===== src/rtl/irq_pkg.sv =====
package irq_pkg;
    localparam int DATA_W  = 32;
    localparam int ADDR_W  = 8;
    localparam int TMR_W   = 16;
    localparam int NUM_TMR = 2;

    localparam logic [DATA_W-1:0] IMPL_BITS = 32'h0153_82D7;

    localparam logic [ADDR_W-1:0] A_CAUSE    = 8'h00;
    localparam logic [ADDR_W-1:0] A_MSET     = 8'h04;
    localparam logic [ADDR_W-1:0] A_MCLR     = 8'h05;
    localparam logic [ADDR_W-1:0] A_CTRL     = 8'h06;
    localparam logic [ADDR_W-1:0] A_TINIT0   = 8'h08;

    typedef enum logic [2:0] {
        OP_NONE, OP_SET, OP_CLR, OP_CTRL, OP_TINIT, OP_CAUSE
    } reg_op_e;

    typedef struct packed {
        reg_op_e           op;
        logic              is_rd;
        logic [DATA_W-1:0] data;
    } bus_req_t;

    function automatic int tmr_cause_bit(input int k);
        return (k == 0) ? 7 : 24;
    endfunction

    function automatic reg_op_e decode(input logic [ADDR_W-1:0] a);
        if (a == A_CAUSE) return OP_CAUSE;
        if (a == A_MSET)  return OP_SET;
        if (a == A_MCLR)  return OP_CLR;
        if (a == A_CTRL)  return OP_CTRL;
        if (a >= A_TINIT0 && a < A_TINIT0 + NUM_TMR) return OP_TINIT;
        return OP_NONE;
    endfunction
endpackage


===== src/rtl/irq_mask_reg.sv =====
module irq_mask_reg
    import irq_pkg::*;
#(
    parameter logic [DATA_W-1:0] IMPL = IMPL_BITS
) (
    input  logic              clk,
    input  logic              rst,
    input  logic              set_we,
    input  logic              clr_we,
    input  logic [DATA_W-1:0] wdata,
    output logic [DATA_W-1:0] mask
);
    logic [DATA_W-1:0] mask_q;

    always_ff @(posedge clk) begin
        if (rst)
            mask_q <= '0;
        else if (set_we)
            mask_q <= mask_q | (wdata & IMPL);
        else if (clr_we)
            mask_q <= mask_q & ~wdata;
    end

    assign mask = mask_q;

    assert_set_keeps_R2: assert property (@(posedge clk) disable iff (rst)
        set_we |=> ((mask & $past(mask)) == $past(mask)) &&
                   ((mask & $past(wdata & IMPL)) == $past(wdata & IMPL)));

    assert_clr_drops_R3: assert property (@(posedge clk) disable iff (rst)
        clr_we |=> ((mask & $past(wdata)) == '0) &&
                   ((mask | $past(wdata)) == ($past(mask) | $past(wdata))));

    assert_hold_R3: assert property (@(posedge clk) disable iff (rst)
        (!set_we && !clr_we) |=> $stable(mask));
endmodule


===== src/rtl/irq_cause_reg.sv =====
module irq_cause_reg
    import irq_pkg::*;
#(
    parameter logic [DATA_W-1:0] IMPL = IMPL_BITS
) (
    input  logic              clk,
    input  logic              rst,
    input  logic [DATA_W-1:0] set_vec,
    input  logic              rd_clr,
    output logic [DATA_W-1:0] cause
);
    logic [DATA_W-1:0] cause_q;

    always_ff @(posedge clk) begin
        if (rst)
            cause_q <= '0;
        else
            cause_q <= (rd_clr ? '0 : cause_q) | (set_vec & IMPL);
    end

    assign cause = cause_q;

    assert_event_lands_R6: assert property (@(posedge clk) disable iff (rst)
        (|(set_vec & IMPL)) |=> ((cause & $past(set_vec & IMPL)) == $past(set_vec & IMPL)));

    assert_sticky_R6: assert property (@(posedge clk) disable iff (rst)
        !rd_clr |=> ((cause & $past(cause)) == $past(cause)));
endmodule


===== src/rtl/irq_delay_timer.sv =====
module irq_delay_timer
    import irq_pkg::*;
(
    input  logic             clk,
    input  logic             rst,
    input  logic             load,
    input  logic [TMR_W-1:0] init_val,
    output logic             expire
);
    logic [TMR_W-1:0] cnt_q;

    always_ff @(posedge clk) begin
        if (rst)
            cnt_q <= '0;
        else if (load)
            cnt_q <= init_val;
        else if (cnt_q != '0)
            cnt_q <= cnt_q - 1'b1;
    end

    assign expire = !load && (cnt_q == TMR_W'(1));

    assert_countdown_R9: assert property (@(posedge clk) disable iff (rst)
        (!load && cnt_q != '0) |=> (cnt_q == $past(cnt_q) - 1'b1));

    assert_reload_R8: assert property (@(posedge clk) disable iff (rst)
        load |=> (cnt_q == $past(init_val)));

    assert_idle_R9: assert property (@(posedge clk) disable iff (rst)
        (!load && cnt_q == '0) |=> (cnt_q == '0));
endmodule


===== src/rtl/irq_mask_ctrl.sv =====
module irq_mask_ctrl
    import irq_pkg::*;
(
    input  logic              clk,
    input  logic              rst,
    input  logic              wr_en,
    input  logic              rd_en,
    input  logic [7:0]        addr,
    input  logic [31:0]       wdata,
    output logic [31:0]       rdata,
    input  logic [31:0]       event_i,
    output logic              irq_o
);
    localparam int TIDX_W = (NUM_TMR > 1) ? $clog2(NUM_TMR) : 1;

    bus_req_t          req;
    logic [DATA_W-1:0] mask, cause, tmr_vec, rd_mux, rdata_q;
    logic              ctrl_q, tmr_load;
    logic [TMR_W-1:0]  tinit_q [NUM_TMR];
    logic [NUM_TMR-1:0] tmr_exp;
    logic [TIDX_W-1:0] tidx;

    always_comb begin
        req.op    = decode(addr);
        req.is_rd = rd_en;
        req.data  = wdata;
    end

    assign tidx     = TIDX_W'(addr - A_TINIT0);
    assign tmr_load = wr_en && req.op == OP_SET && ctrl_q && (&req.data);

    irq_mask_reg u_mask (
        .clk(clk), .rst(rst),
        .set_we(wr_en && req.op == OP_SET),
        .clr_we(wr_en && req.op == OP_CLR),
        .wdata(req.data), .mask(mask)
    );

    always_ff @(posedge clk) begin
        if (rst)
            ctrl_q <= 1'b0;
        else if (wr_en && req.op == OP_CTRL)
            ctrl_q <= req.data[0];
    end

    always_comb begin
        tmr_vec = '0;
        for (int k = 0; k < NUM_TMR; k++)
            tmr_vec[tmr_cause_bit(k)] = tmr_exp[k];
    end

    genvar g;
    generate
        for (g = 0; g < NUM_TMR; g++) begin : g_tmr
            always_ff @(posedge clk) begin
                if (rst)
                    tinit_q[g] <= '0;
                else if (wr_en && req.op == OP_TINIT && tidx == TIDX_W'(g))
                    tinit_q[g] <= req.data[TMR_W-1:0];
            end

            irq_delay_timer u_tmr (
                .clk(clk), .rst(rst), .load(tmr_load),
                .init_val(tinit_q[g]), .expire(tmr_exp[g])
            );
        end
    endgenerate

    irq_cause_reg u_cause (
        .clk(clk), .rst(rst),
        .set_vec(event_i | tmr_vec),
        .rd_clr(rd_en && req.op == OP_CAUSE),
        .cause(cause)
    );

    always_comb begin
        unique case (req.op)
            OP_CAUSE: rd_mux = cause;
            OP_SET:   rd_mux = mask;
            OP_CTRL:  rd_mux = {{(DATA_W-1){1'b0}}, ctrl_q};
            OP_TINIT: rd_mux = {{(DATA_W-TMR_W){1'b0}}, tinit_q[tidx]};
            default:  rd_mux = '0;
        endcase
    end

    always_ff @(posedge clk) begin
        if (rst)
            rdata_q <= '0;
        else if (req.is_rd)
            rdata_q <= rd_mux;
    end

    assign rdata = rdata_q;
    assign irq_o = |(cause & mask);

    assert_irq_persists_R7: assert property (@(posedge clk) disable iff (rst)
        (irq_o && !rd_en && !wr_en) |=> irq_o);

    assert_irq_quiet_R7: assert property (@(posedge clk) disable iff (rst)
        (!irq_o && !wr_en && event_i == '0 && tmr_exp == '0) |=> !irq_o);
endmodule


===== config.mk =====
export PLATFORM = sky130hd
export DESIGN_NAME = irq_mask_ctrl
export DESIGN_NICKNAME = d
export VERILOG_FILES = /design/src/rtl/irq_pkg.sv /design/src/rtl/irq_mask_reg.sv /design/src/rtl/irq_cause_reg.sv /design/src/rtl/irq_delay_timer.sv /design/src/rtl/irq_mask_ctrl.sv
export SDC_FILE = /design/constraint.sdc
export NUM_CORES = 1
export LEC_CHECK = 0
export BUFFER_PORTS_ARGS = -buffer_cell sky130_fd_sc_hd__buf_2
export CAP_MARGIN = 20
export CORE_MARGIN = 4
export CORE_UTILIZATION = 40
export DETAILED_ROUTE_END_ITERATION = 12
export GPL_ROUTABILITY_DRIVEN = 0
export GPL_TIMING_DRIVEN = 0
export SLEW_MARGIN = 20
export SYNTH_ARGS = -nofsm -noshare
export SYNTH_HDL_FRONTEND = slang
export SYNTH_SLANG_ARGS = --single-unit

===== constraint.sdc =====
create_clock -name clk -period 2.5 [get_ports clk]
set_input_delay 0.25 -clock clk [delete_from_list [all_inputs] [get_ports clk]]
set_output_delay 0.25 -clock clk [all_outputs]
set_load 0.02 [all_outputs]

# ---- Yosys cells after proc, flatten, opt, wreduce, memory -nomap -nowiden
# Memory sizes are Yosys's and may differ from the RTL's.
# Index checks and enable logic that the tools add are counted.
dict set report word_totals {
  elab_cells 95
  mem_bits_rw 32
  input_bits 76
  mem_count 1
  output_inout_bits 33
  regBits 129
}
# memory depth width rd rd_ports_with_merged_regs wr line
set mem_list {}
lappend mem_list {tinit_q 2 16 3 0 2 irq_mask_ctrl.sv:19} ;# logic [TMR_W-1:0] tinit_q [NUM_TMR];
dict set report classes {
  muxes 43
  eq_ne 10
  n_reduce_logical 21
  bitwise 9
  addsub 3
  magnitude_cmp 2
}
# cell n
set op_table {}
lappend op_table {{$pmux W32 S4} 1}
lappend op_table {{$mux W16} 6}
lappend op_table {{$mux W32} 3}
lappend op_table {{$and A32 B32 Y32} 2}
lappend op_table {{$or A32 B25 Y32} 2}
lappend op_table {{$eq A16 B1 Y1 const B} 2}
lappend op_table {{$not A32 Y32} 1}
lappend op_table {{$reduce_and A32 Y1} 1}
lappend op_table {{$reduce_bool A16 Y1} 2}
lappend op_table {{$reduce_or A32 Y1} 1}
lappend op_table {{$sub A16 B1 Y16 const B} 2}
lappend op_table {{$mux W3} 10}
lappend op_table {{$or A25 B25 Y25} 1}
lappend op_table {{$eq A8 B3 Y1 const B} 3}
lappend op_table {{$mux W1} 23}
lappend op_table {{$logic_and A1 B1 Y1} 12}
lappend op_table {{$ge A8 B4 Y1 const B} 1}
lappend op_table {{$logic_not A8 Y1} 1}
lappend op_table {{$lt A8 B4 Y1 const B} 1}
lappend op_table {{$eq A3 B2 Y1 const B} 2}
lappend op_table {{$eq A3 B3 Y1 const B} 2}
lappend op_table {{$reduce_bool A2 Y1} 3}
lappend op_table {{$eq A3 B1 Y1 const B} 1}
lappend op_table {{$or A1 B1 Y1} 2}
lappend op_table {{other kinds (3)} 3}

# ---- Logic depth before layout (Yosys ltp)
# Gate-level depths: netlist of the first run.
dict set report depth {
  depth_word 25
  depth_mapped 9
  mapped_depth_nobuf 7
}

# ---- Modules after synthesis
# Synthesis of the first run repeated with hierarchy kept, for this count alone.
dict set report hier_totals {
  cells_unflattened 733
  hier_area_um2 7009.2
}
# mod cells_each seq_area_each_um2 instances area_per_inst_um2
set by_module_without_submodules {}
lappend by_module_without_submodules {irq_mask_ctrl 310 1621.6 1 3229.3}
lappend by_module_without_submodules {irq_delay_timer 116 320.3 2 980.9}
lappend by_module_without_submodules {irq_mask_reg 117 640.6 1 1194.9}
lappend by_module_without_submodules {irq_cause_reg 74 260.2 1 623.1}

# ---- Worst setup path after synthesis of the first run
# OpenSTA, ideal clock, no wires.
dict set report synth_path {
  kind {input -> register}
  start {input port addr[7]}
  end {memory tinit_q[0][0], enable pin}
  n_path_buf 1
  setup_time_ns 0.392
  required_ns 2.108
  path_slack_ns -0.087
  arrival_ns 2.195
  stages 5
  path_cell_list {or4_1 buf_2 nor4b_4 nand2_1 o21bai_1}
}
# item line
set synth_lines {}
lappend synth_lines {{start, declared} irq_mask_ctrl.sv:8} ;# input logic [7:0] addr,
lappend synth_lines {{end, declared} irq_mask_ctrl.sv:19}

# ---- Worst setup path after layout of the first run
dict set report layout_path {
  start {input port wdata[29]}
  end {register g_tmr[0].u_tmr.cnt_q[3]}
}
dict set report layout_via {
  elab_chain_cells 3
  elab_cells_between_ends 4
  classes_between {mux (1); reduce/logical (3)}
}
# item line
set layout_rtl {}
lappend layout_rtl {{start, declared} irq_mask_ctrl.sv:9} ;# input logic [31:0] wdata,
lappend layout_rtl {{$reduce_and A32 Y1 (*)} irq_mask_ctrl.sv:30} ;# assign tmr_load = wr_en && req.op == OP_SET && ctrl_q && (&req.data);
lappend layout_rtl {{$logic_and A1 B1 Y1 (*)} irq_mask_ctrl.sv:30}
lappend layout_rtl {{$mux W16 or $reduce_bool A2 Y1 (tied branches)} --}
lappend layout_rtl {{end signal, assigned} irq_delay_timer.sv:16} ;# cnt_q <= init_val;
lappend layout_rtl {{end signal, assigned} irq_delay_timer.sv:18} ;# cnt_q <= cnt_q - 1'b1;
lappend layout_rtl {{end, declared} irq_delay_timer.sv:10} ;# logic [TMR_W-1:0] cnt_q;
# Every way passes the cells marked *; elsewhere a longest branch is shown, timed or not.
# A chain may end at the register's enable or synchronous reset.

==> results.md, run 1 <==
- Worst skew pair latency: about 0.42 ns
- Critical path buffer and inverter count: 3
- Main combinational cell family by area after synthesis: simple AND/OR/NAND/NOR gates
- Cell breakdown of the critical path: dlygate4sd3_1, buf_2, nand4_1, nor4_1, nand4_4, buf_2, nor2_1, nor3_2
- Post-place instance area: 7170 sq um
- Via count normalized by instance count: 5.60
- Cell type contributing the most total cell area after synthesis: sky130_fd_sc_hd__dfxtp_1
- Initial core utilization: approximately two fifths
- Avg Synthesized Cell Area: 9.53 sq um
- Reg2Reg Setup Slack: 0.17 ns
- Sequential element share of the synthesized area: approximately 49%
- Mapped Area: 6460 sq um
- Worst setup slack after layout: 0.0933 ns
- Number of buffers added by the clock tree synthesis step: 17
- Required time of the critical path: 2.78 ns
- Top cell type's share of synthesized area: between 30% and 40%
- Standard cell with the maximum stage delay on the critical path: sky130_fd_sc_hd__nor4_1
- Standby leakage power: about 3.0 nW
- Die footprint: 18300 sq um
- Wire length of the first global-routing pass: 30.9 mm
- RSZ-0062 raised after global routing: no
- Port buffer count: 87
- Post-Syn Nets: 758
- Area added between synthesis and finish: 22.1%
- XOR/XNOR Fraction of Synth Area: under 10%
- Maximum number of pins on one net before global-route repair: 17
- Cell family with the largest share of critical-path delay: simple AND/OR/NAND/NOR gates
- Dpl hpwl: roughly 15 mm
- First drt pass iteration count: 6
- H-tree depth reported by CTS: 4
- Horizontal die dimension: 135 um
- Worst IR drop on VDD: 0.453 mV
- Final Hold Violating Endpoints: 0
- Vias after detailed routing: about 5700
- Element type at the critical path start: primary input
- Post-synthesis sequential element count: 142
- Max-capacitance violation count: 0
- Most frequent cells after synthesis: 110 x sky130_fd_sc_hd__dfxtp_1, 81 x sky130_fd_sc_hd__nor2_1, 54 x sky130_fd_sc_hd__a21oi_1, 49 x sky130_fd_sc_hd__nand2_1, 34 x sky130_fd_sc_hd__and2_1
- Predominant post-synthesis flop cell: sky130_fd_sc_hd__dfxtp_1
- Count of distinct cell types in the synthesized netlist: 54
- Boundary pin count: approximately 110
- Period Utilization, post-route: approximately 96%
- Sum of overflow across all layers after global routing: 0
- Ranking of synthesized cells by area: sky130_fd_sc_hd__dfxtp_1 34%, sky130_fd_sc_hd__edfxtp_1 15%, sky130_fd_sc_hd__nor2_1 4.7%
- Final cell utilization of the core: 49.8%
- Most numerous cell in the Yosys netlist: sky130_fd_sc_hd__dfxtp_1
- Site Rows: 46
- Number of cells on the worst reg-to-reg path: 9
- HP Class: primary input to flop
- Largest fanout of any net on the critical path: 10
- Ratio of cells with drive above 1 in the final layout: 21.0%
- Longest Clk Path Bufs: 2
- Number of design rule violations left after detail routing: 0
- Endpoint kind of the worst setup timing path: flop
- Setup WS pre-CTS: -0.208 ns
- Launching element of the worst setup path: wdata[29]
- CP Depth: 8
- Clk pin slew, worst setup/hold paths: 0.06 ns
- Final period demand of the worst path: about 2.4 ns
- Root buffer selected by CTS: sky130_fd_sc_hd__clkbuf_16
- Die span in y: 135 um
- Arrival time at the worst endpoint: 2.69 ns
- Multiplexer fraction of the synthesized cell area: 4.09%
- Area share of fa/ha/maj cells after synthesis: 0.775%
- Remaining max-slew budget at the tightest pin: 41.5%
- Total GRT Usage: 21.8%
- Number of DRC violations after detailed-routing iteration 0: 510
- Final max-slew violation count: 0
- Total core area: between 15000 and 20000 sq um
- Final number of setup-violating endpoints: 0
- Synth Area in Simple Gates: 26.1%
- Vias in the first global route: about 5700
- Clock tree from TritonCTS: yes
- PwrDens: 952 nW/um^2
- Result of the run: finished, final reports clean
- Clock sinks: 142
- Worst hold path cell count: 2
- Final-stage net count: ~870
- Timing-limited maximum frequency: 0.415 GHz
- Setup CP Type: primary input to flop
- Maximum clock skew at final layout: 0.00499 ns
- WL per Instance: 19.3 um
- Final cell area excluding filler cells: 7890 sq um
- Area fraction in compound gates after synthesis: 14.2%
- Layout filler cell count: around 1500
- Number of enable flip-flop cells after synthesis: 32
- Critical Path Most Common Cell: sky130_fd_sc_hd__buf_2
- Yosys warning total: 0
- Beginning of the worst register-to-register path: g_tmr[1].u_tmr.cnt_q[1]
- Fraction of registers with async set or reset after synthesis: 0%
- Critical path's largest stage delay: 0.79 ns
- Transition at the pin with the smallest max-transition slack: approximately 0.9 ns
- Launch instance of the worst min-delay path: wdata[31]
- DRT Wirelength: about 20 mm
- Mapped Cells: about 680
- Initial antenna violation count: 0
- Antenna viol nets, final: 0
-- flip-flops by register name, summed over array words and instances, names as in the netlist, named ones only --
name / flops
ctrl_q: 1
g_tmr.u_tmr.cnt_q: 32
rdata: 32
tinit_q: 32
u_cause.cause: 13
u_mask.mask: 19
-- cell type report --
| type | instances | area (sq um) | share of cell area (%) |
|---|---|---|---|
| Antenna cell | 1 | 2.50 | 0.0317 |
| Multi-Input combinational cell | 487 | 3100 | 39.3 |
| Clock inverter | 10 | 159 | 2.01 |
| Tap cell | 216 | 270 | 3.43 |
| Inverter | 6 | 22.5 | 0.286 |
| Clock buffer | 22 | 478 | 6.06 |
| Sequential cell | 142 | 3160 | 40.1 |
| Timing Repair Buffer | 94 | 493 | 6.25 |
| Buffer | 43 | 195 | 2.48 |
-- cells by family (layout without fill, tap and decap cells) --
logic type	count (synthesis)	after routing
adders and majority gates	4	4
buffers and inverters	49	175
other	0	1
muxes	25	25
DFF	142	142
and+or+nand+nor	305	305
xor gates and xnor gates	19	19
AOI/OAI and AO/OA	134	134
-- power breakdown --
group / internal, W / leakage [nW] / switching (W) / total (W)
registers: 0.00258 / 1.20 / 0.000230 / 0.00281
clock network: 0.00176 / 0.318 / 0.000955 / 0.00271
logic: 0.000892 / 1.47 / 0.00109 / 0.00198
total: 0.00523 / 2.98 / 0.00228 / 0.00751
-- layer usage --
metal,track usage [%],vias to the layer above,part of all wire [%]
met5,0,-,0
li1,-,2717,-
met2,35.2,191,49
met1,29.3,2782,44
met4,7.00,0,1.9
met3,4.43,24,5.5
-- path summary, 6_finish.rpt --
kind	end
worst max-delay path	g_tmr[0].u_tmr.cnt_q[3]
worst min-delay path	u_mask.mask[31]
worst max register to register	g_tmr[1].u_tmr.cnt_q[4]
worst min register to register	u_mask.mask[10]
-- placed cells by master, fill, tap and decap left out, types with 16 or more instances in the layout --
master                      count
sky130_fd_sc_hd__dfxtp_1      110
sky130_fd_sc_hd__buf_2         91
sky130_fd_sc_hd__nor2_1        81
sky130_fd_sc_hd__a21oi_1       54
sky130_fd_sc_hd__nand2_1       49
sky130_fd_sc_hd__and2_1        34
sky130_fd_sc_hd__clkbuf_1      32
sky130_fd_sc_hd__edfxtp_1      32
sky130_fd_sc_hd__nand3_1       22
sky130_fd_sc_hd__nand2b_1      22
sky130_fd_sc_hd__a22oi_1       17
sky130_fd_sc_hd__xnor2_1       17
sky130_fd_sc_hd__clkbuf_16     17
sky130_fd_sc_hd__nand4_1       16
-- timing repair --
| item | in CTS | in global routing |
|---|---|---|
| gates resized for setup | 3 | 1 |
| hold buffers | 2 | 0 |
| endpoints found under the hold margin | 2 | 0 |
| pin swaps | 0 | 1 |
| buffers inserted | 0 | 5 |
| endpoints found under the setup margin | 5 | 7 |
-- metrics by stage --
| step | setup TNS [ns] | power (W) | std cells | hold WS [ns] |
|---|---|---|---|---|
| 2_1_floorplan | 0 | 0.00422 | 678 | 0.338 |
| 3_3_place_gp | -7.88 | 0.00461 | 981 | 0.434 |
| 3_5_place_dp | -10.87 | 0.00467 | 981 | 0.437 |
| 4_1_cts | 0 | 0.00742 | 1015 | 0.0119 |
| 5_1_grt | 0 | 0.00788 | 1020 | 0.0103 |
| 6_report | 0 | 0.00751 | 1021 | 0.0235 |
(Power assumes the default switching activity.)
==> run 2: changes to the inputs <==
--- a/config.mk
+++ b/config.mk
@@ -12,6 +12,7 @@
 export DETAILED_ROUTE_END_ITERATION = 12
 export GPL_ROUTABILITY_DRIVEN = 0
 export GPL_TIMING_DRIVEN = 0
+export REMOVE_ABC_BUFFERS = 1
 export SLEW_MARGIN = 20
 export SYNTH_ARGS = -nofsm -noshare
 export SYNTH_HDL_FRONTEND = slang
==> constraint.sdc (replaced) <==
create_clock -name clk -period 2.1 [get_ports clk]
set_input_delay 0.21 -clock clk [delete_from_list [all_inputs] [get_ports clk]]
set_output_delay 0.21 -clock clk [all_outputs]
set_load 0.02 [all_outputs]
==> run 2 against run 1 <==
Compared with the run above:
- sequential power up 19%
- die area stayed put
- hold slack got worse by 0.0053 ns
- clock skew increased by 0.00077 ns
- register-to-register slack worse by 0.07 ns
- setup slack got worse by 0.023 ns
- global-route usage is 1.2 points lower
- largest power group unchanged
==> results.md, run 2 (synthesized netlist as in run 1, its figures left out) <==
- Result of the run: finished, final reports clean (unchanged)
- Die span in y: 135 um (unchanged)
- Worst-case hold slack: 0.0182 ns (was 0.0235 ns)
- Post-place instance area: 7080 sq um (was 7170 sq um)
- Maximum clock skew at final layout: 0.00576 ns (was 0.00499 ns)
- Wire length of the first global-routing pass: 29.6 mm (was 30.9 mm)
- Final period demand of the worst path: 2.03 ns
- Number of design rule violations left after detail routing: 0 (unchanged)
- Commonest cells after routing, fill and taps aside: 109 x sky130_fd_sc_hd__dfxtp_1, 88 x sky130_fd_sc_hd__buf_2, 80 x sky130_fd_sc_hd__nor2_1 (was 110 x sky130_fd_sc_hd__dfxtp_1, 91 x sky130_fd_sc_hd__buf_2, 81 x sky130_fd_sc_hd__nor2_1)
- Dpl hpwl: 12.5 mm (was 14.8 mm)
- Initial antenna violation count: 1 (was 0)
- Clock sinks: 142 (unchanged)
- Arrival time at the worst endpoint: 2.31 ns (was 2.69 ns)
- Final number of setup-violating endpoints: 0 (unchanged)
- Setup WS pre-CTS: -1.27 ns (was -0.208 ns)
- Port buffer count: 89 (was 87)
- Endpoint kind of the worst setup timing path: flop (unchanged)
- Period Utilization, post-route: 96.7%
- Worst setup slack after layout: 0.0699 ns (was 0.0933 ns)
- Number of DRC violations after detailed-routing iteration 0: 485 (was 510)
- Clock network fraction of total power: 31.1% (was 36.2%)
- Worst skew pair latency: 0.41 ns (was 0.42 ns)
- Maximum number of pins on one net before global-route repair: 66 (was 17)
- Ratio of cells with drive above 1 in the final layout: 23.7% (was 21.0%)
- RSZ-0062 raised after global routing: yes (was no)
- Final-stage net count: 864 (was 871)
- Total core area: 15800 sq um (unchanged)
- Number of buffers added by the clock tree synthesis step: 17 (unchanged)
- Critical path buffer and inverter count: 2 (was 3)
- Worst IR drop on VDD: 0.508 mV (was 0.453 mV)
- Final cell utilization of the core: 51.3% (was 49.8%)
- Cell breakdown of the critical path: dlygate4sd3_1, buf_2, nand4_1, nor4_2, nand4_4, nor2_1, a211oi_1 (was dlygate4sd3_1, buf_2, nand4_1, nor4_1, nand4_4, buf_2, nor2_1, nor3_2)
- Required time of the critical path: 2.38 ns (was 2.78 ns)
- Largest fanout of any net on the critical path: 17 (was 10)
- Combinational fraction of design power: 30.2% (was 26.4%)
- Final cell area excluding filler cells: 8130 sq um (was 7890 sq um)
- Element type at the critical path start: primary input (unchanged)
- Sw power: 0.00271 W (was 0.00228 W)
- HP Class: primary input to flop (unchanged)
- Power share of the sequential group: 38.7% (was 37.4%)
- WL per Instance: 18.6 um (was 19.3 um)
- Initial core utilization: 40.8% (unchanged)
- Site Rows: 46 (unchanged)
- Max-capacitance violation count: 0 (unchanged)
- Clk pin slew, worst setup/hold paths: 0.05 ns (was 0.06 ns)
- Ant diodes: 0 (was 1)
- Standby leakage power: 3.06 nW (was 2.98 nW)
- Horizontal die dimension: 135 um (unchanged)
- Root buffer selected by CTS: sky130_fd_sc_hd__clkbuf_16 (unchanged)
- H-tree depth reported by CTS: 4 (unchanged)
- Boundary pin count: 109 (unchanged)
- Timing-limited maximum frequency: 0.493 GHz
- DRT Wirelength: 18.9 mm (was 19.7 mm)
- Most common cell after layout, fill and taps aside: sky130_fd_sc_hd__dfxtp_1 (unchanged)
- Vias in the first global route: 5649 (was 5659)
- Area added between synthesis and finish: 25.8% (was 22.1%)
- Final Hold Violating Endpoints: 0 (unchanged)
- Critical path's largest stage delay: 0.53 ns (was 0.79 ns)
- Total GRT Usage: 20.6% (was 21.8%)
- Sum of overflow across all layers after global routing: 0 (unchanged)
- First drt pass iteration count: 8 (was 6)
- Setup CP Type: primary input to flop (unchanged)
- Longest Clk Path Bufs: 2 (unchanged)
- Transition at the pin with the smallest max-transition slack: 0.817 ns (was 0.878 ns)
- PwrDens: 1070 nW/um^2 (was 952 nW/um^2)
- Standard cell with the maximum stage delay on the critical path: sky130_fd_sc_hd__dlygate4sd3_1 (was sky130_fd_sc_hd__nor4_1)
- P_int: 0.00596 W (was 0.00523 W)
- Vias after detailed routing: 5736 (was 5714)
- Final max-slew violation count: 0 (unchanged)
- Die footprint: 18300 sq um (unchanged)
- Cell family with the largest share of critical-path delay: simple AND/OR/NAND/NOR gates (unchanged)
- Via count normalized by instance count: 5.66 (was 5.60)
- Switching share of power: 31.2% (was 30.3%)
- Clock tree from TritonCTS: yes (unchanged)
- Remaining max-slew budget at the tightest pin: 45.1% (was 41.5%)
- Antenna viol nets, final: 0 (unchanged)
-- run 2: power by group through the flow --
stage | Combinational, W | Sequential, W | Clock (W)
after global routing | 0.00288 | 0.00339 | 0.00288
after CTS | 0.00246 | 0.00333 | 0.00274
after detailed placement | 0.00213 | 0.00338 | 0
final | 0.00262 | 0.00335 | 0.00270
after global placement | 0.00203 | 0.00336 | 0
after floorplan | 0.00163 | 0.00331 | 0
-- run 2: metal layers --
metal	share of wire [%]	routed length, um	track usage [%]
met3	6.8	1290	5.55
met1	45	8460	28.0
met4	1.3	250	5.82
met5	0.069	13	0
met2	47	8860	32.3
-- run 2: tightest hold or removal path: stages --
cell	delay [ns]
sky130_fd_sc_hd__buf_2	0.08
sky130_fd_sc_hd__a21oi_1	0.04
sky130_fd_sc_hd__nor2_1	0.06
-- run 2: per-stage QoR --
| stage | power [W] | std cells | setup TNS, ns |
|---|---|---|---|
| floorplan | 0.00494 | 635 | -41.07 |
| global placement | 0.00540 | 940 | -178.22 |
| detailed placement | 0.00551 | 945 | -99.88 |
| CTS | 0.00854 | 1006 | 0 |
| global route | 0.00914 | 1013 | -0.136 |
| finish | 0.00867 | 1013 | 0 |
-- run 2: worst paths after layout --
kind / from / end / slack (ns) / cells past startpoint
hold reg to reg: u_mask.mask[12] / u_mask.mask[12] / 0.45 / 2
setup / recovery: wdata[30] / g_tmr[0].u_tmr.cnt_q[10] / 0.07 / 7
setup reg to reg: g_tmr[1].u_tmr.cnt_q[0] / g_tmr[1].u_tmr.cnt_q[4] / 0.10 / 8
hold / removal: event_i[9] / u_cause.cause[9] / 0.02 / 3
-- run 2: area by class of cell --
| cell class | count | area (sq um) |
|---|---|---|
| sequential | 142 | 3170 |
| inverter | 6 | 22.5 |
| clock buffer | 22 | 454 |
| multi-input combinational | 489 | 3300 |
| timing repair buffer | 128 | 843 |
| tap | 216 | 270 |
| fill | 1498 | 7700 |
| clock inverter | 10 | 71.3 |
-- run 2: repair_timing --
| item | 4_1_cts | 5_1_grt |
|---|---|---|
| endpoints found under the hold margin | 19 | 0 |
| setup buffers | 9 | 5 |
| pin swaps | 7 | 9 |
| gates resized for setup | 22 | 15 |
| cloned | 1 | 1 |
| hold buffers | 19 | 0 |
| setup endpoints to repair | 105 | 61 |
==> run 3: changes to the inputs <==
--- a/config.mk
+++ b/config.mk
@@ -7,7 +7,7 @@
 export LEC_CHECK = 0
 export BUFFER_PORTS_ARGS = -buffer_cell sky130_fd_sc_hd__buf_2
 export CAP_MARGIN = 20
-export CORE_MARGIN = 4
+export CORE_MARGIN = 2
 export CORE_UTILIZATION = 40
 export DETAILED_ROUTE_END_ITERATION = 12
 export GPL_ROUTABILITY_DRIVEN = 0
==> run 3 against run 2 <==
Compared with the run above:
- wire length fell by 0.54%
- register-to-register slack got worse by 0.04 ns
- global-route usage rose by 1.9 points
- non-clock buffer count rose by 6
- design area rose by 0.59%
- combinational power barely moved
- core utilization rose by 0.30 points
- critical path depth rose by 1
- clock power rose by 6%
- via count fell by 0.33%
- first-iteration DRC count fell by 7.6%
- flip-flop and latch count did not move
- largest cell class unchanged
- highest routed layer unchanged
==> results.md, run 3 (synthesized netlist as in run 1, its figures left out) <==
- Result of the run: finished, final reports clean (unchanged)
- Standby leakage power: 3.08 nW (was 3.06 nW)
- Switching share of power: 30.6% (was 31.2%)
- Clock network fraction of total power: 32.3% (was 31.1%)
- Worst skew pair latency: 0.42 ns (was 0.41 ns)
- Setup CP Type: flop to flop (was primary input to flop)
- Die span in y: 131 um (was 135 um)
- Sw power: 0.00270 W (was 0.00271 W)
- Total GRT Usage: 22.5% (was 20.6%)
- Period Utilization, post-route: 96.9% (was 96.7%)
- Post-Route M1 WL: 8.28 mm (was 8.46 mm)
- Largest fanout of any net on the critical path: 4 (was 17)
- Site Rows: 46 (unchanged)
- WL per Instance: 18.4 um (was 18.6 um)
- Top routing layer in use: met5 (unchanged)
- Met3 layer wire length in the routed design: 1.04 mm (was 1.29 mm)
- Horizontal die dimension: 131 um (was 135 um)
- Arrival time at the worst endpoint: 2.37 ns (was 2.31 ns)
- Number of DRC violations after detailed-routing iteration 0: 448 (was 485)
- Maximum clock skew at final layout: 0.00752 ns (was 0.00576 ns)
- Final Hold Violating Endpoints: 0 (unchanged)
- Required time of the critical path: 2.43 ns (was 2.38 ns)
- Die footprint: 17200 sq um (was 18300 sq um)
- Final-stage net count: 869 (was 864)
- Longest Clk Path Bufs: 2 (unchanged)
- Combinational fraction of design power: 29.7% (was 30.2%)
- Initial core utilization: 40.8% (unchanged)
- Boundary pin count: 109 (unchanged)
- Root buffer selected by CTS: sky130_fd_sc_hd__clkbuf_16 (unchanged)
- H-tree depth reported by CTS: 4 (unchanged)
- Clock sinks: 142 (unchanged)
- Sum of overflow across all layers after global routing: 0 (unchanged)
- Initial antenna violation count: 1 (unchanged)
- Timing-limited maximum frequency: 0.491 GHz (was 0.493 GHz)
- Worst setup slack after layout: 0.0647 ns (was 0.0699 ns)
- Wire length of the first global-routing pass: 29.4 mm (was 29.6 mm)
- Maximum number of pins on one net before global-route repair: 63 (was 66)
- Dpl hpwl: 12.3 mm (was 12.5 mm)
- Final max-slew violation count: 0 (unchanged)
- Port buffer count: 89 (unchanged)
- Ratio of cells with drive above 1 in the final layout: 24.3% (was 23.7%)
- Clk pin slew, worst setup/hold paths: 0.06 ns (was 0.05 ns)
- Number of buffers added by the clock tree synthesis step: 17 (unchanged)
- Setup WS pre-CTS: -1.23 ns (was -1.27 ns)
- Post-route insts no fill: 1018 (was 1013)
- Clock tree from TritonCTS: yes (unchanged)
- Element type at the critical path start: flop (was primary input)
- Vias in the first global route: 5565 (was 5649)
- Commonest cells after routing, fill and taps aside: 108 x sky130_fd_sc_hd__dfxtp_1, 88 x sky130_fd_sc_hd__buf_2, 79 x sky130_fd_sc_hd__nor2_1 (was 109 x sky130_fd_sc_hd__dfxtp_1, 88 x sky130_fd_sc_hd__buf_2, 80 x sky130_fd_sc_hd__nor2_1)
- Remaining max-slew budget at the tightest pin: 45.8% (was 45.1%)
- P_int: 0.00613 W (was 0.00596 W)
- Layout filler cell count: 1442 (was 1498)
- Worst IR drop on VDD: 0.500 mV (was 0.508 mV)
- Transition at the pin with the smallest max-transition slack: 0.806 ns (was 0.817 ns)
- First drt pass iteration count: 6 (was 8)
- Total core area: 15800 sq um (unchanged)
- Most common cell after layout, fill and taps aside: sky130_fd_sc_hd__dfxtp_1 (unchanged)
- Power share of the sequential group: 38.0% (was 38.7%)
- Area added between synthesis and finish: 26.5% (was 25.8%)
- PwrDens: 1080 nW/um^2 (was 1070 nW/um^2)
- DRT Wirelength: 18.8 mm (was 18.9 mm)
- Standard cell with the maximum stage delay on the critical path: sky130_fd_sc_hd__or4b_4 (was sky130_fd_sc_hd__dlygate4sd3_1)
- Final cell utilization of the core: 51.6% (was 51.3%)
- Endpoint kind of the worst setup timing path: flop (unchanged)
- Ant diodes: 0 (unchanged)
- Vias after detailed routing: 5717 (was 5736)
- Max-capacitance violation count: 0 (unchanged)
- Met2 wire len: 9.05 mm (was 8.86 mm)
- Antenna viol nets, final: 0 (unchanged)
- Number of design rule violations left after detail routing: 0 (unchanged)
- Critical path's largest stage delay: 0.50 ns (was 0.53 ns)
- Placed cell count: 945 (unchanged)
- Final period demand of the worst path: 2.04 ns (was 2.03 ns)
- Final number of setup-violating endpoints: 0 (unchanged)
- HP Class: primary input to flop (unchanged)
- Via count normalized by instance count: 5.62 (was 5.66)
- Cell breakdown of the critical path: inv_2, ha_4, or4b_4, nor4_4, buf_4, nor3_1, xnor2_1, a211oi_1 (was dlygate4sd3_1, buf_2, nand4_1, nor4_2, nand4_4, nor2_1, a211oi_1)
[run 3: final cells by class]
class / count / area (sq um) / area share [%]
clock inverter: 6 / 85.1 / 1.04
timing repair buffer: 134 / 882 / 10.8
sequential: 142 / 3170 / 38.7
tap: 216 / 270 / 3.31
inverter: 6 / 26.3 / 0.321
clock buffer: 26 / 469 / 5.74
multi-input combinational: 488 / 3280 / 40.1
[run 3: critical path: cells and delay by family (launching register included)]
family | cells | cell delay (ns)
simple gates | 3 | 0.87
flops | 1 | 0.33
buf+inv | 2 | 0.27
compound gates | 1 | 0.21
xor+xnor | 1 | 0.14
fa+ha+maj | 1 | 0.13
[run 3: final timing paths]
check                     startpoint                        to  slack (ns)  cells past startpoint
min                       event_i[0]          u_cause.cause[0]        0.02                      3
max reg2reg  g_tmr[1].u_tmr.cnt_q[1]  g_tmr[1].u_tmr.cnt_q[10]        0.06                      8
min reg2reg          u_mask.mask[27]           u_mask.mask[27]        0.45                      2
max          g_tmr[1].u_tmr.cnt_q[1]  g_tmr[1].u_tmr.cnt_q[10]        0.06                      8
[run 3: per-layer routing]
| layer | track usage, % | vias up |
|---|---|---|
| met5 | 0 | - |
| met4 | 8.39 | 2 |
| met3 | 4.46 | 33 |
| met2 | 36.7 | 173 |
| met1 | 29.6 | 2790 |
| li1 | - | 2719 |
[run 3: power groups by stage]
stage | clock network [W] | registers, W | logic [W]
floorplan | 0 | 0.00331 | 0.00163
global placement | 0 | 0.00336 | 0.00203
detailed placement | 0 | 0.00338 | 0.00212
CTS | 0.00290 | 0.00333 | 0.00244
global route | 0.00304 | 0.00339 | 0.00287
finish | 0.00285 | 0.00335 | 0.00262
[run 3: metrics by stage]
step	cell area [sq um]	hold slack (ns)	setup TNS, ns	power [W]
finish	8170	0.0241	0	0.00883
global route	8170	0.0238	-0.0126	0.00929
CTS	8030	0.0103	0	0.00867
detailed placement	7080	0.407	-100.94	0.00550
global placement	6980	0.399	-178.35	0.00540
floorplan	6270	0.275	-41.07	0.00494
[run 3: timing repair]
item | CTS | global route
hold buffers | 21 | 0
gates resized for setup | 21 | 16
hold endpoints to repair | 21 | 0
setup endpoints to repair | 111 | 82
buffers inserted | 8 | 11
pin swaps | 6 | 9
gates cloned | 1 | 0
